`src/rtl/link_host_regs.sv`:
```
module link_host_regs #(
  parameter int DW = 8
) (
  input  logic          clk,
  input  logic          rst_n,
  input  logic [1:0]    host_sel,
  input  logic          host_rd,
  input  logic          host_wr,
  input  logic [DW-1:0] host_wdata,
  output logic [DW-1:0] host_rdata,
  output logic          in_irq,
  output logic          out_irq,
  input  logic          link_rx_valid,
  input  logic [DW-1:0] link_rx_data,
  output logic          link_ack_req,
  output logic          link_tx_start,
  output logic [DW-1:0] link_tx_data,
  input  logic          link_tx_done,
  input  logic          link_ack_rcvd
);
  localparam logic [1:0] SEL_DIN = 2'd0, SEL_DOUT = 2'd1, SEL_ISTAT = 2'd2, SEL_OSTAT = 2'd3;
  localparam int PADW = DW - 3;

  logic [DW-1:0] rx_byte;
  logic data_pres, in_ien, overrun;
  logic out_rdy, out_ien, done_seen, ack_seen;
  logic rd_din, wr_dout, take_rx, done_now, ack_now;

  assign rd_din   = host_rd && (host_sel == SEL_DIN);
  assign wr_dout  = host_wr && (host_sel == SEL_DOUT);
  assign take_rx  = link_rx_valid && (!data_pres || rd_din);
  assign done_now = done_seen || link_tx_done;
  assign ack_now  = ack_seen || link_ack_rcvd;

  assign in_irq  = data_pres && in_ien;
  assign out_irq = out_rdy && out_ien;

  always_comb begin
    case (host_sel)
      SEL_DIN:   host_rdata = rx_byte;
      SEL_ISTAT: host_rdata = {{PADW{1'b0}}, overrun, in_ien, data_pres};
      SEL_OSTAT: host_rdata = {{PADW{1'b0}}, 1'b0, out_ien, out_rdy};
      default:   host_rdata = '0;
    endcase
  end

  always_ff @(posedge clk) begin
    if (!rst_n) begin
      rx_byte       <= '0;
      data_pres     <= 1'b0;
      in_ien        <= 1'b0;
      overrun       <= 1'b0;
      out_rdy       <= 1'b1;
      out_ien       <= 1'b0;
      done_seen     <= 1'b0;
      ack_seen      <= 1'b0;
      link_ack_req  <= 1'b0;
      link_tx_start <= 1'b0;
      link_tx_data  <= '0;
    end else begin
      if (take_rx) begin
        rx_byte   <= link_rx_data;
        data_pres <= 1'b1;
      end else if (rd_din) begin
        data_pres <= 1'b0;
      end
      if (link_rx_valid && !take_rx) overrun <= 1'b1;
      link_ack_req <= rd_din && data_pres;

      if (host_wr && host_sel == SEL_ISTAT) in_ien  <= host_wdata[1];
      if (host_wr && host_sel == SEL_OSTAT) out_ien <= host_wdata[1];

      link_tx_start <= 1'b0;
      if (out_rdy) begin
        if (wr_dout) begin
          out_rdy       <= 1'b0;
          link_tx_start <= 1'b1;
          link_tx_data  <= host_wdata;
        end
      end else if (done_now && ack_now) begin
        out_rdy   <= 1'b1;
        done_seen <= 1'b0;
        ack_seen  <= 1'b0;
      end else begin
        done_seen <= done_now;
        ack_seen  <= ack_now;
      end
    end
  end
endmodule

```
`config.mk`:
```
export PLATFORM = sky130hd
export DESIGN_NAME = link_host_regs
export DESIGN_NICKNAME = d
export VERILOG_FILES = /design/src/rtl/link_host_regs.sv
export SDC_FILE = /design/constraint.sdc
export NUM_CORES = 1
export LEC_CHECK = 0
export ABC_AREA = 0
export BUFFER_PORTS_ARGS = -buffer_cell sky130_fd_sc_hd__clkbuf_2
export CORE_MARGIN = 5
export CORE_UTILIZATION = 50
export DETAILED_ROUTE_END_ITERATION = 10
export GPL_TIMING_DRIVEN = 0
export PLACE_DENSITY = 0.81
export SYNTH_ARGS = -nofsm -noshare
export SYNTH_HDL_FRONTEND = slang
export SYNTH_SLANG_ARGS = --single-unit
```
`constraint.sdc`:
```
create_clock -name clk -period 1.94 [get_ports clk]
set_clock_uncertainty 0.2 [all_clocks]
set_input_delay 0.097 -clock clk [delete_from_list [all_inputs] [get_ports clk]]
set_output_delay 0.097 -clock clk [all_outputs]
set_load 0.02 [all_outputs]
```
Yosys cells after proc, flatten, opt, wreduce, memory -nomap -nowiden
Index checks and enable logic that the tools add are counted.
{"block": "word_totals", "ff_bits": 25, "input_bits": 25, "out_inout_bits": 20, "elab_cells": 42}
{"block": "classes", "eq_ne": 3, "n_mux": 9, "reduce_logical": 19}
{"operator": "8-bit case mux with 3 select lines", "n": 1}
{"operator": "1-bit logical AND", "n": 10}
{"operator": "1-bit 2-to-1 mux", "n": 8}
{"operator": "2-bit equality test, second input constant", "n": 2}
{"operator": "2-bit AND reduction", "n": 2}
{"operator": "1-bit logical OR", "n": 3}
{"operator": "2-bit by 1-bit equality test with 1-bit output, second input constant", "n": 1}
{"operator": "1-bit logical NOT", "n": 2}
{"operator": "2-bit logical NOT", "n": 1}
{"operator": "2-bit nonzero test", "n": 1}

Longest topological paths before layout
{"block": "depth", "word_depth": 6, "depth_mapped": 5, "mapped_depth_nobuf": 3}

Least setup slack after synthesis
OpenSTA, ideal clock, no wires.
{"block": "synth_timing", "path_kind": "input-to-reg", "startpoint": "input host_sel[0]", "endpoint": "register rx_byte[0]", "setup_ns": 0.072, "t_arrival_ns": 1.091, "required_ns": 1.668, "path_slack_ns": 0.577, "path_stages": 5, "n_path_buf": 2, "cell_sequence": "buf_2 -> or3b_4 -> a21boi_2 -> buf_6 -> mux2i_1"}
{"block": "synth_between", "elab_chain_len": 4}
{"item": "start, declared", "line_no": "6", "text": "input logic [1:0] host_sel,"}
{"item": "2-bit logical NOT", "line_no": "29", "text": "assign rd_din = host_rd && (host_sel == SEL_DIN);"}
{"item": "1-bit logical AND", "line_no": "29"}
{"item": "1-bit logical OR", "line_no": "31", "text": "assign take_rx = link_rx_valid && (!data_pres || rd_din);"}
{"item": "1-bit logical AND", "line_no": "31"}
{"item": "end signal, assigned", "line_no": "62", "text": "rx_byte <= link_rx_data;"}
{"item": "end, declared", "line_no": "24", "text": "logic [DW-1:0] rx_byte;"}
Every way passes these cells.
A chain may end at the register's enable or synchronous reset.

Worst setup path after layout
{"block": "layout_timing", "startpoint": "input host_sel[1]", "endpoint": "output host_rdata[0]"}
{"block": "layout_between", "elab_chain_len": 2, "elab_cells_between_ends": 4, "cone_classes": "2 x eq/ne; 1 x mux; 1 x reduce/logical"}
{"item": "2-bit equality test or 2-bit logical NOT (tied branches)", "line_no": "39", "text": "case (host_sel)"}
{"item": "8-bit case mux with 3 select lines (*)", "line_no": "39"}
{"item": "end, declared", "line_no": "10", "text": "output logic [DW-1:0] host_rdata,"}
Mark *: on every way between the ends. The rest lies on a longest branch, timed or not.

==> impl_metrics.toml <==
[clock_tree]
cts_resized = 0
cts_htree_levels = 1
cts_buffers = 3
clk_pin_slew_ns = 0.13
hold_buffers = 26
cts_setup_buffers = 0
tritoncts = "built"
clkLatencyLatePin_ns = 0.33
clock-root-buffer = "clkbuf_4"
ctsLongestPathBuffers = 2
cts_sinks = 25

[finish]
area_growth_pct = 49.0
layout-drive-gt1-share_pct = 27.2
antennaDiodeCount = 0
nets = 221

[yosys]
syn_area_per_cell_um2 = 8.82
synth_top_area_share_pct = 46.1
synth.area.top_cells = "dfxtp_1 (46%), nand2_1 (12%), mux2i_1 (10%), a21boi_0 (5.5%), and2_1 (4.6%)"
synth_most_common_cell = "nand2_1"
syn-num-nets = 148
synth_edf_count = 0
synth_seq_cells = 25
ys.flop_type = "dfxtp_1"
yosys.area.top_type = "dfxtp_1"
synth-seq-area-share_pct = 46.1
synth_area_um2 = 1080
async_flop_share_pct = 0
ys_top_cells_by_count = "nand2_1 (34), dfxtp_1 (25), mux2i_1 (11)"
syn_inst = 123
ys_warn_count = 0
yosysUniqueCellTypes = 23

[setup_path]
crit_path_max_fanout = 9
crit_path_top_delay_cell = "dlygate4sd3_1"
crit_path_max_incr_delay_ns = 0.55
worstSetupPathType = "input pin to primary output"
cp_cell_sequence = "dlygate4sd3_1 -> buf_6 -> nor2_1 -> a22o_1 -> clkbuf_2"
cp-end-kind = "primary output"
arrival_ns = 1.54
cp-start-kind = "input pin"
required_ns = 1.64

[floorplanning]
coreArea_um2 = 2020
placementRows = 16
pin_count = 45
die_x_um = 56.6
die_area_um2 = 3200
die-height_um = 56.6
start_util_pct = 53.7

[timing]
setup-tns-final_ns = 0
max_freq_mhz = 545
holdWs_ns = 0.0585
finalCritPeriodShare_pct = 94.6
hold_violations = 0
worstMarginPinSlew_ns = 0.446
fin_crit_ns = 1.84
setup_viol = 0
relSlewSlack_pct = 70.3
slew_viol_final = 0
rsz0062_at_grt = "no"

[routing]
drc = 0
postRouteAntennaNets = 0
vias = 1116
avgViaCountPerCell = 5.03
routed_wl_um = 3200
first_pass_iters = 4
wl_per_cell_um = 14.4
drtIter0Drc = 15

[run_status]
status = "finished, final reports clean"

[pwr]
p_per_area_nw_per_um2 = 610
ir_drop_uv = 508
p_leak_nw = 0.748
total_power_mw = 0.986

[flow_run]
drv_cap = 0

[placed_design]
gp_congestion = 0.699
hpwl_um = 2010
numPortBuffers = 42

[grt]
grt_max_degree = 15
grt_pass1_vias = 1070
overflow = 0
antenna_found_initial = 0
grtUsageTotal_pct = 20.4
grt_pass1_wl_um = 5060

[min_path]
hp-class = "input pin to flop"
[worst max-delay path, delay by kind of cell]
kind | cells | cell delay, ns
buffers and inverters | 3 | 0.86
AND/OR/NAND/NOR | 1 | 0.36
AO/OA/AOI/OAI | 1 | 0.22
[per-stage QoR]
stage               cells  worst slack [ns]  instance area, um2  utilization [%]
floorplan             123             0.577                1080                -
global placement      192             0.505                1330             65.7
detailed placement    192             0.404                1330             65.7
CTS                   222             0.124                1620             80.0
global route          222            0.0481                1620             80.0
finish                222             0.104                1620             80.0
[sequential cells by signal, summed over array words and instances, names as in the netlist]
signal,flops
ack_seen,1
data_pres,1
done_seen,1
in_ien,1
link_ack_req,1
link_tx_data,8
link_tx_start,1
out_ien,1
out_rdy,1
overrun,1
rx_byte,8
[worst paths after layout]
| path | startpoint | end | slack [ns] | depth (start not counted) |
|---|---|---|---|---|
| worst min-delay path | rst_n | out_rdy | 0.06 | 3 |
| worst max register to register | out_rdy | link_tx_data[0] | 0.27 | 4 |
| worst min register to register | rx_byte[6] | rx_byte[6] | 0.27 | 2 |
| worst max-delay path | host_sel[1] | host_rdata[0] | 0.10 | 5 |
[cells by family after synthesis]
| logic type | count (synthesis) | synth area share (%) |
|---|---|---|
| compound gates | 19 | 12.3 |
| simple gates | 58 | 25.0 |
| flops | 25 | 46.1 |
| buf+inv | 8 | 4.27 |
| mux | 13 | 12.2 |
[final cells by class]
class / instances / area [um2]
fill: 136 / 405
clock buffer: 3 / 22.5
tap: 27 / 33.8
clock inverter: 1 / 5.00
timing repair buffer: 68 / 470
multi-input combinational: 90 / 538
buffer: 7 / 42.5
sequential: 25 / 500
inverter: 1 / 3.75
[layer usage]
layer	up-vias	track usage, %	part of all wire [%]
li1	554	-	-
met1	518	23.2	39
met2	38	35.5	52
met3	6	3.67	6.2
met5	-	0	0
met4	0	11.5	2.8
[cell usage in the layout (no fill, tap or decap), drive strengths merged]
| cell | instances |
|---|---|
| clkinv | 1 |
| nor2b | 4 |
| nand4b | 1 |
| dlygate4sd3 | 26 |
| a21oi | 3 |
| or3b | 1 |
| buf | 3 |
| o22a | 1 |
| and4b | 1 |
| mux2i | 11 |
| nand3 | 1 |
| and2 | 8 |
| clkbuf | 49 |
| nor2 | 7 |
| a31oi | 1 |
| inv | 1 |
| dfxtp | 25 |
| o21ai | 3 |
| nand3b | 1 |
| a22o | 2 |
| mux2 | 2 |
| nand2 | 34 |
| a21boi | 9 |
[power breakdown]
group,leakage [nW],switching (mW),internal [mW]
registers,0.204,0.0159,0.538
clock network,0.0177,0.162,0.0776
logic,0.526,0.0922,0.101
Note: power is estimated with default switching activity, not from simulation.
